==> src/rtl/serial_xcvr_pkg.sv <==
`timescale 1ns/1ps
package serial_xcvr_pkg;

   // stop length codes on stop_sel; codes 2 and 3 both give two bit times
   localparam logic [1:0] STOP_ONE      = 2'd0;
   localparam logic [1:0] STOP_ONE_HALF = 2'd1;
   localparam logic [1:0] STOP_TWO      = 2'd2;

   typedef enum logic [2:0] {
      TX_IDLE,
      TX_START,
      TX_DATA,
      TX_PAR,
      TX_STOP
   } tx_state_e;

   typedef enum logic [2:0] {
      RX_IDLE,
      RX_START,
      RX_DATA,
      RX_PAR,
      RX_STOP
   } rx_state_e;

endpackage

==> src/rtl/serial_xcvr_baud.sv <==
`timescale 1ns/1ps
module serial_xcvr_baud #(
   parameter int DIV_W = 16
) (
   input  logic             clk,
   input  logic             rst_n,
   input  logic [DIV_W-1:0] baud_div,
   output logic             tick
);

   logic [DIV_W-1:0] cnt;
   logic [DIV_W-1:0] lim;

   // a divider of zero runs the tick every cycle
   assign lim = (baud_div == '0) ? '0 : baud_div - DIV_W'(1);

   always_ff @(posedge clk or negedge rst_n) begin
      if (!rst_n) begin
         cnt  <= '0;
         tick <= 1'b0;
      end else if (cnt >= lim) begin
         cnt  <= '0;
         tick <= 1'b1;
      end else begin
         cnt  <= cnt + DIV_W'(1);
         tick <= 1'b0;
      end
   end

endmodule

==> src/rtl/serial_xcvr_tx.sv <==
`timescale 1ns/1ps
module serial_xcvr_tx
   import serial_xcvr_pkg::*;
#(
   parameter int DATA_W = 8,
   parameter int OVS    = 16
) (
   input  logic              clk,
   input  logic              rst_n,
   input  logic              tick,
   input  logic              par_en,
   input  logic              par_odd,
   input  logic [1:0]        stop_sel,
   input  logic              tx_valid,
   input  logic [DATA_W-1:0] tx_data,
   output logic              tx_busy,
   output logic              txd
);

   localparam int TW = $clog2(2*OVS) + 1;
   localparam int BW = $clog2(DATA_W + 1);
   localparam logic [TW-1:0] CELL_LAST  = TW'(OVS - 1);
   localparam logic [TW-1:0] STOP1_LAST = TW'(OVS - 1);
   localparam logic [TW-1:0] STOPH_LAST = TW'(OVS + OVS/2 - 1);
   localparam logic [TW-1:0] STOP2_LAST = TW'(2*OVS - 1);

   tx_state_e         st;
   logic [TW-1:0]     tcnt;
   logic [BW-1:0]     bidx;
   logic [DATA_W-1:0] shreg;
   logic              pbit;
   logic              pen_q;
   logic [1:0]        stop_q;
   logic [TW-1:0]     stop_last;
   logic [TW-1:0]     cur_last;
   logic              cell_end;

   always_comb begin
      case (stop_q)
         STOP_ONE:      stop_last = STOP1_LAST;
         STOP_ONE_HALF: stop_last = STOPH_LAST;
         default:       stop_last = STOP2_LAST;
      endcase
   end

   assign cur_last = (st == TX_STOP) ? stop_last : CELL_LAST;
   assign cell_end = tick && (tcnt == cur_last);
   assign tx_busy  = (st != TX_IDLE);

   always_ff @(posedge clk or negedge rst_n) begin
      if (!rst_n) begin
         st     <= TX_IDLE;
         txd    <= 1'b1;
         tcnt   <= '0;
         bidx   <= '0;
         shreg  <= '0;
         pbit   <= 1'b0;
         pen_q  <= 1'b0;
         stop_q <= STOP_ONE;
      end else begin
         case (st)
            TX_IDLE: begin
               if (tx_valid) begin
                  shreg  <= tx_data;
                  pbit   <= (^tx_data) ^ par_odd;
                  pen_q  <= par_en;
                  stop_q <= stop_sel;
                  tcnt   <= '0;
                  bidx   <= '0;
                  txd    <= 1'b0;
                  st     <= TX_START;
               end
            end
            default: begin
               if (tick) begin
                  if (!cell_end) begin
                     tcnt <= tcnt + TW'(1);
                  end else begin
                     tcnt <= '0;
                     case (st)
                        TX_START: begin
                           txd   <= shreg[0];
                           shreg <= shreg >> 1;
                           bidx  <= BW'(1);
                           st    <= TX_DATA;
                        end
                        TX_DATA: begin
                           if (bidx == BW'(DATA_W)) begin
                              if (pen_q) begin
                                 txd <= pbit;
                                 st  <= TX_PAR;
                              end else begin
                                 txd <= 1'b1;
                                 st  <= TX_STOP;
                              end
                           end else begin
                              txd   <= shreg[0];
                              shreg <= shreg >> 1;
                              bidx  <= bidx + BW'(1);
                           end
                        end
                        TX_PAR: begin
                           txd <= 1'b1;
                           st  <= TX_STOP;
                        end
                        TX_STOP: begin
                           txd <= 1'b1;
                           st  <= TX_IDLE;
                        end
                        default: begin
                           txd <= 1'b1;
                           st  <= TX_IDLE;
                        end
                     endcase
                  end
               end
            end
         endcase
      end
   end

endmodule

==> src/rtl/serial_xcvr_rx.sv <==
`timescale 1ns/1ps
module serial_xcvr_rx
   import serial_xcvr_pkg::*;
#(
   parameter int DATA_W = 8,
   parameter int OVS    = 16,
   parameter int SYNC   = 2
) (
   input  logic              clk,
   input  logic              rst_n,
   input  logic              tick,
   input  logic              par_en,
   input  logic              par_odd,
   input  logic              rxd,
   output logic              rx_valid,
   output logic [DATA_W-1:0] rx_data,
   output logic              rx_frame_err,
   output logic              rx_parity_err
);

   localparam int TCW = $clog2(OVS);
   localparam int BW  = $clog2(DATA_W + 1);
   localparam logic [TCW-1:0] HALF_LAST = TCW'(OVS/2 - 1);
   localparam logic [TCW-1:0] CELL_LAST = TCW'(OVS - 1);

   // synchronizer chain, one flop per stage
   logic [SYNC-1:0] sync_q;
   genvar gi;
   generate
      for (gi = 0; gi < SYNC; gi++) begin : g_sync
         always_ff @(posedge clk or negedge rst_n) begin
            if (!rst_n)       sync_q[gi] <= 1'b1;
            else if (gi == 0) sync_q[gi] <= rxd;
            else              sync_q[gi] <= sync_q[(gi == 0) ? 0 : gi-1];
         end
      end
   endgenerate

   logic              rx_s;
   logic              rx_prev;
   logic              fall;
   rx_state_e         st;
   logic [TCW-1:0]    tcnt;
   logic [BW-1:0]     bidx;
   logic [DATA_W-1:0] shreg;
   logic              pbit_q;
   logic              pen_q;
   logic              podd_q;

   assign rx_s = sync_q[SYNC-1];
   assign fall = rx_prev & ~rx_s;

   always_ff @(posedge clk or negedge rst_n) begin
      if (!rst_n) begin
         rx_prev       <= 1'b1;
         st            <= RX_IDLE;
         tcnt          <= '0;
         bidx          <= '0;
         shreg         <= '0;
         pbit_q        <= 1'b0;
         pen_q         <= 1'b0;
         podd_q        <= 1'b0;
         rx_valid      <= 1'b0;
         rx_data       <= '0;
         rx_frame_err  <= 1'b0;
         rx_parity_err <= 1'b0;
      end else begin
         rx_prev  <= rx_s;
         rx_valid <= 1'b0;
         case (st)
            RX_IDLE: begin
               if (fall) begin
                  tcnt   <= '0;
                  pen_q  <= par_en;
                  podd_q <= par_odd;
                  st     <= RX_START;
               end
            end
            RX_START: begin
               if (tick) begin
                  if (tcnt == HALF_LAST) begin
                     tcnt <= '0;
                     bidx <= '0;
                     st   <= rx_s ? RX_IDLE : RX_DATA;
                  end else begin
                     tcnt <= tcnt + TCW'(1);
                  end
               end
            end
            RX_DATA: begin
               if (tick) begin
                  if (tcnt == CELL_LAST) begin
                     tcnt  <= '0;
                     shreg <= {rx_s, shreg[DATA_W-1:1]};
                     bidx  <= bidx + BW'(1);
                     if (bidx == BW'(DATA_W - 1))
                        st <= pen_q ? RX_PAR : RX_STOP;
                  end else begin
                     tcnt <= tcnt + TCW'(1);
                  end
               end
            end
            RX_PAR: begin
               if (tick) begin
                  if (tcnt == CELL_LAST) begin
                     tcnt   <= '0;
                     pbit_q <= rx_s;
                     st     <= RX_STOP;
                  end else begin
                     tcnt <= tcnt + TCW'(1);
                  end
               end
            end
            RX_STOP: begin
               if (tick) begin
                  if (tcnt == CELL_LAST) begin
                     tcnt          <= '0;
                     rx_valid      <= 1'b1;
                     rx_data       <= shreg;
                     rx_frame_err  <= ~rx_s;
                     rx_parity_err <= pen_q & (((^shreg) ^ pbit_q) != podd_q);
                     st            <= RX_IDLE;
                  end else begin
                     tcnt <= tcnt + TCW'(1);
                  end
               end
            end
            default: st <= RX_IDLE;
         endcase
      end
   end

endmodule

==> src/rtl/serial_xcvr.sv <==
`timescale 1ns/1ps
module serial_xcvr #(
   parameter int DATA_W      = 8,
   parameter int OVS         = 16,
   parameter int DIV_W       = 16,
   parameter int SYNC_STAGES = 2
) (
   input  logic              clk,
   input  logic              rst_n,
   input  logic [DIV_W-1:0]  baud_div,
   input  logic              par_en,
   input  logic              par_odd,
   input  logic [1:0]        stop_sel,
   input  logic              tx_valid,
   input  logic [DATA_W-1:0] tx_data,
   output logic              tx_busy,
   output logic              txd,
   input  logic              rxd,
   output logic              rx_valid,
   output logic [DATA_W-1:0] rx_data,
   output logic              rx_frame_err,
   output logic              rx_parity_err
);

   generate
      if (DATA_W < 2) begin : g_bad_width
         $error("serial_xcvr: DATA_W must be at least 2");
      end
      if ((OVS < 4) || ((OVS % 2) != 0)) begin : g_bad_ovs
         $error("serial_xcvr: OVS must be even and at least 4");
      end
      if (SYNC_STAGES < 2) begin : g_bad_sync
         $error("serial_xcvr: SYNC_STAGES must be at least 2");
      end
      if (DIV_W < 1) begin : g_bad_div
         $error("serial_xcvr: DIV_W must be at least 1");
      end
   endgenerate

   logic tick;

   serial_xcvr_baud #(.DIV_W(DIV_W)) u_baud (
      .clk      (clk),
      .rst_n    (rst_n),
      .baud_div (baud_div),
      .tick     (tick)
   );

   serial_xcvr_tx #(.DATA_W(DATA_W), .OVS(OVS)) u_tx (
      .clk      (clk),
      .rst_n    (rst_n),
      .tick     (tick),
      .par_en   (par_en),
      .par_odd  (par_odd),
      .stop_sel (stop_sel),
      .tx_valid (tx_valid),
      .tx_data  (tx_data),
      .tx_busy  (tx_busy),
      .txd      (txd)
   );

   serial_xcvr_rx #(.DATA_W(DATA_W), .OVS(OVS), .SYNC(SYNC_STAGES)) u_rx (
      .clk           (clk),
      .rst_n         (rst_n),
      .tick          (tick),
      .par_en        (par_en),
      .par_odd       (par_odd),
      .rxd           (rxd),
      .rx_valid      (rx_valid),
      .rx_data       (rx_data),
      .rx_frame_err  (rx_frame_err),
      .rx_parity_err (rx_parity_err)
   );

endmodule

==> config.mk <==
export PLATFORM = sky130hd
export DESIGN_NAME = serial_xcvr
export DESIGN_NICKNAME = d
export VERILOG_FILES = /design/src/rtl/serial_xcvr_pkg.sv /design/src/rtl/serial_xcvr_baud.sv /design/src/rtl/serial_xcvr_tx.sv /design/src/rtl/serial_xcvr_rx.sv /design/src/rtl/serial_xcvr.sv
export SDC_FILE = /design/constraint.sdc
export NUM_CORES = 1
export LEC_CHECK = 0
export BUFFER_PORTS_ARGS = -buffer_cell sky130_fd_sc_hd__buf_2
export CAP_MARGIN = 20
export CORE_MARGIN = 2
export CORE_UTILIZATION = 60
export CTS_BUF_LIST = sky130_fd_sc_hd__clkbuf_4 sky130_fd_sc_hd__clkbuf_8 sky130_fd_sc_hd__clkbuf_16
export DETAILED_ROUTE_END_ITERATION = 7
export GPL_TIMING_DRIVEN = 0
export PLACE_DENSITY = 0.82
export SLEW_MARGIN = 25
export SYNTH_ARGS = -nofsm -noshare
export SYNTH_HDL_FRONTEND = slang
export SYNTH_SLANG_ARGS = --single-unit
==> constraint.sdc <==
create_clock -name clk -period 4.9 [get_ports clk]
set_input_delay 0.245 -clock clk [delete_from_list [all_inputs] [get_ports clk]]
set_output_delay 0.245 -clock clk [all_outputs]
set_load 0.01 [all_outputs]
Word-level counts from Yosys, hierarchy flattened
Index checks and enable logic that the tools add are counted.
Widths: inputs -> output; s select.
Cells by class
  add/sub/neg operators: 6
  magnitude comparators: 1
  equality and inequality tests: 29
  muxes and demuxes: 62
  bitwise operators: 5
  reduce and logical (&&, ||, !) cells: 26
Operators with widths (count)
  $mux 4: 14
  $mux 3: 17
  $mux 8: 5
  $mux 16: 2
  $mux 6: 4
  $add 16x1->16 const B: 1
  $ge 16x16->1: 1
  $logic_not 16->1: 1
  $pmux 4 s2: 2
  $pmux 8 s2: 1
  $reduce_xor 8->1: 2
  $sub 16x1->16 const B: 1
  $pmux 3 s5: 1
  $ne 2x1->1 const B: 7
  $add 4x1->4 const B: 3
  $eq 3x2->1 const B: 4
  $pmux 4 s3: 1
  $reduce_and 3->1: 4
  $mux 1: 10
  $ne 2x2->1 const B: 5
  $pmux 5 s2: 1
  $reduce_and 10->1: 1
  $reduce_and 5->1: 2
  $pmux 3 s3: 1
  24 further kinds: 38
Word-level totals
  bits in registers: 79
  input bits: 32
  output and inout port bits: 13
  logic and storage cells: 153

Depth between registers and ports, before layout
  word-level depth: 8
  mapped depth: 13
  mapped depth without buffers: 12

Modules after synthesis
Synthesis repeated with hierarchy kept, for this count alone.
Unflattened totals
  cells, all modules: 503
  area, all modules: 4963.5 um^2
By module, submodules not included
  serial_xcvr_rx: times used 1, cells an instance 156, area an instance 1746.7 um^2, sequential area each 904.6 um^2
  serial_xcvr_baud: times used 1, cells an instance 183, area an instance 1649.1 um^2, sequential area each 425.4 um^2
  serial_xcvr_tx: times used 1, cells an instance 164, area an instance 1567.8 um^2, sequential area each 651.9 um^2

Worst setup path after synthesis
Ideal clock, no wire load.
  kind: input port to flip-flop
  start: input port baud_div[9]
  end: register u_baud.cnt[10]
  setup time: 0.078 ns
  arrival: 3.041 ns
  required time: 4.822 ns
  setup slack: 1.781 ns
  stages on the path: 12
  buffers on the path: 1
  cells stage by stage: or4_1 and4bb_2 nand2_1 xnor2_1 nand2_1 ha_1 a21oi_1 o21ai_0 a2111oi_0 o211ai_1 buf_2 a21oi_1
Between the ends
  longest elaborated chain between the ends: 4
  elaborated cells on any way between the ends: 5
  classes of those cells: add/sub (1); order compare (1); mux (2); reduce/logical (1)
Ends and longest elaborated chain
  from (decl): line serial_xcvr.sv:10  | input logic [DIV_W-1:0] baud_div,
  $sub 16x1->16 or $logic_not 16->1 (tied branches): line serial_xcvr_baud.sv:15  | assign lim = (baud_div == '0) ? '0 : baud_div - DIV_W'(1);
  $mux 16 (*): line serial_xcvr_baud.sv:15
  $ge 16x16->1 (*): line serial_xcvr_baud.sv:21  | end else if (cnt >= lim) begin
  $mux 16 (*): line serial_xcvr_baud.sv:21
  to (signal assigned): line serial_xcvr_baud.sv:25  | cnt <= cnt + DIV_W'(1);
  to (decl): line serial_xcvr_baud.sv:11  | logic [DIV_W-1:0] cnt;
Mark *: on every way between the ends. The rest lies on a longest branch, timed or not.
A chain may end at the register's enable or synchronous reset.

Worst setup path in the final report
  start: input port baud_div[9]
  end: register u_baud.cnt[9]
Same word-level chain as after synthesis.

==> impl_metrics.env <==
export IMPL_fp_dieH_um=93.0
export IMPL_layout_min_cycle_time_ps=3530
export IMPL_ff2ff_setup_slack_ps=2310
export IMPL_result_of_the_run="finished clean"
export IMPL_nets=590
export IMPL_globalRoute_totalOverflow=0
export IMPL_detail_route_drc_violations=0
export IMPL_grt_usage_pct=24.6
export IMPL_synthesis_area_per_instance_um2=9.98
export IMPL_setup_viol=0
export IMPL_n_antenna_cell=0
export IMPL_critical_path_cell_chain="buf_2, or4_1, nor2_1, nand4_1, clkbuf_1, nand2_1, ha_1, a21oi_1, o21ai_0, a2111oi_0, a21oi_1, clkbuf_1, a21oi_1"
export IMPL_ys_async_sr_fraction_pct=100
export IMPL_critical_path_buf_inv_count=3
export IMPL_tightest_slew_ps=986
export IMPL_setup_tns_final_ps=0
export IMPL_crit_path_end_kind="flip-flop"
export IMPL_initial_utilization_pct=61.8
export IMPL_number_of_h_tree_levels=3
export IMPL_clk_path_buf_depth=2
export IMPL_worst_hold_path_endpoint="u_tx.stop_q[0]"
export IMPL_rsz0062_at_grt="false"
export IMPL_detailedRoute_firstIterationViolations=153
export IMPL_die_width_um=93.0
export IMPL_net_count_synth=532
export IMPL_critical_path_reg2reg_startpoint="u_baud.cnt[13]"
export IMPL_post_synth_num_cell_types=66
export IMPL_synthesis_area_um2=4750
export IMPL_totalPowerFinal_mw=2.08
export IMPL_cp_required_ps=5170
export IMPL_rr_endpoint="u_baud.cnt[9]"
export IMPL_number_of_pins_exceeding_their_max_slew_limit_in_the_final_report=0
export IMPL_seq_area_frac_synth_pct=41.7
export IMPL_worstHoldStart="stop_sel[0]"
export IMPL_synth_enable_flop_cells=0
export IMPL_critPathMostFrequentCell="a21oi_1"
export IMPL_yosys_warnings=0
export IMPL_core_region_area_um2=7690
export IMPL_place_gp_congestion=0.875
export IMPL_io_pins=45
export IMPL_vias_per_cell=5.83
export IMPL_drt_wl_total_um=9740
export IMPL_critical_path_slowest_cell="or4_1"
export IMPL_die_area_um2=8650
export IMPL_syn_to_final_growth_pct=12.9
export IMPL_timing_worst_setup_path_type="input port to flip-flop"
export IMPL_wl_per_cell_um=15.2
export IMPL_grt_pass1_wl_um=16800
export IMPL_ys_flop_type="dfrtp_1"
export IMPL_powerDensity_nw_per_um2=387
export IMPL_numClockSinks=79
export IMPL_ys_ff_latch=79
export IMPL_max_freq_mhz=283
export IMPL_grt_antenna_before_repair=0
export IMPL_skew_ps=12.2
export IMPL_critPathMaxFanout=10
export IMPL_worstPathArrival_ps=3800
export IMPL_maximum_number_of_pins_on_one_net_before_global_route_repair=46
export IMPL_setup_worst_path_start_class="input port"
export IMPL_root_buffer="clkbuf_8"
export IMPL_peakVddDrop_mv=0.164
export IMPL_core_rows=32
export IMPL_max_slew_margin_rel_pct=34.1
export IMPL_final_core_util_pct=69.8
export IMPL_synthCells=476
export IMPL_cts_tree="done"
export IMPL_layout_drive_gt1_share_pct=22.4
export IMPL_via_count=3738
export IMPL_post_route_period_util_pct=72.0
export IMPL_leakage_nw=2.45
export IMPL_max_cap_violations=0
export IMPL_min_delay_path_depth=2
export IMPL_timing_critical_path_max_delay_family="compound AO/OA/AOI/OAI gates"
export IMPL_worst_hold_path_type="input port to flip-flop"
export IMPL_num_cts_buffers=9
export IMPL_first_global_vias=3698
export IMPL_numPortBuffers=44
export IMPL_r2r_cells=7
export IMPL_clkTransAtPathRegs_ps=80
export IMPL_worst_path_largest_cell_delay_ps=590
export IMPL_ant_nets=0
export IMPL_firstDrtPassIters=4
export IMPL_place_hpwl_um=7190
export IMPL_worstSkewPairLatency_ps=360
export IMPL_timing_hold_violations_final=0
## worst max path at each step
stage,startpoint,endpoint,slack (ps),cells after the start
floorplan,baud_div[9],u_baud.cnt[10],1780,12
global placement,baud_div[9],u_baud.cnt[9],1140,13
detailed placement,baud_div[9],u_baud.cnt[9],1020,13
CTS,baud_div[9],u_baud.cnt[9],1410,13
global route,baud_div[9],u_baud.cnt[7],1140,13
finish,baud_div[9],u_baud.cnt[9],1370,13
## registers in the layout, indices dropped and copies added (netlist names), 2 cells and up
name and cells:
u_rx.st 3, u_tx.tcnt 6, u_tx.stop_q 2, u_rx.shreg 8, u_rx.bidx 4, u_tx.st 3, u_baud.cnt 16, u_tx.bidx 4
u_rx.tcnt 4, u_tx.shreg 8, u_rx.rx_data 8
## synthesized netlist by cell type, drive strengths merged, types with 10 or more instances
library cell / number / share of area (%)
a21oi: 27 / 2.9
clkbuf: 11 / 0.90
dfrtp: 75 / 39
ha: 24 / 6.3
inv: 15 / 1.2
mux2: 34 / 8.5
nand2: 68 / 5.4
nand3: 15 / 1.6
nor2: 19 / 1.6
nor3: 10 / 1.3
o21ai: 23 / 2.7
xnor2: 30 / 5.5
xor2: 19 / 3.5
## cell usage in the layout, fill, tap and decap left out, drive strengths merged, types with 3 or more instances in the layout
master and instances:
dfstp 4, a22o 3, o21a 3, nand2 68, o31ai 4, a21oi 27
nand3 15, a211oi 3, and3 5, dfrtp 75, inv 15, and2 6
o211ai 5, and4 3, mux2 34, nor3 10, ha 24, o21ai 23
xor2 19, nand2b 4, clkinv 3, clkbuf 20, nand4 6, o2111ai 3
nor4 6, nand3b 6, buf 51, xnor2 30, nor2 19
## timing repair
action,in CTS,in global routing
endpoints found under the setup margin,0,0
hold endpoints to repair,32,0
setup buffers,0,0
gates resized for setup,0,0
hold buffers,2,0
## worst register-to-register path, cell delays in order (launching register included)
cell       delay [ps]
dfrtp_1           440
ha_1              340
a21oi_1           150
o21ai_0           140
a2111oi_0         550
a21oi_1           360
clkbuf_1          310
a21oi_1           220
## per-stage QoR
stage                     hold slack, ps  area (µm²)  std cells  setup WS, ps
after floorplan                    -50.6        4750        476          1780
after global placement               346        5100        622          1140
after detailed placement             240        5120        623          1020
after CTS                            113        5360        641          1410
after global routing                 111        5360        641          1140
final                                118        5360        641          1370
## routing by layer
layer	wire [µm]	track usage, %	up-vias
li1	-	-	1816
met1	4380	31.4	1806
met2	4790	41.1	95
met3	381	5.00	21
met4	188	10.0	0
met5	0	0	-
## power breakdown
part | switching [mW] | total (mW) | internal [mW]
clock network | 0.256 | 0.543 | 0.287
registers | 0.130 | 0.895 | 0.764
logic | 0.359 | 0.640 | 0.282
## final cells by class
type / count / area (µm²)
Sequential cell: 79 / 1980
Fill cell: 586 / 2320
Clock inverter: 7 / 97.6
Multi-Input combinational cell: 365 / 2640
Timing Repair Buffer: 47 / 263
Clock buffer: 9 / 124
Inverter: 15 / 56.3
Buffer: 17 / 78.8
Tap cell: 102 / 128
## logic make-up (layout without fill, tap and decap cells)
kind of cell	Yosys count	in the layout	synth area share, %
buffers and inverters	32	95	2.84
muxes	36	36	8.95
xor gates and xnor gates	49	49	9.03
and+or+nand+nor	166	166	18.2
adders and majority gates	24	24	6.32
DFF	79	79	41.7
AOI/OAI and AO/OA	90	90	12.9
(Power assumes the default switching activity.)
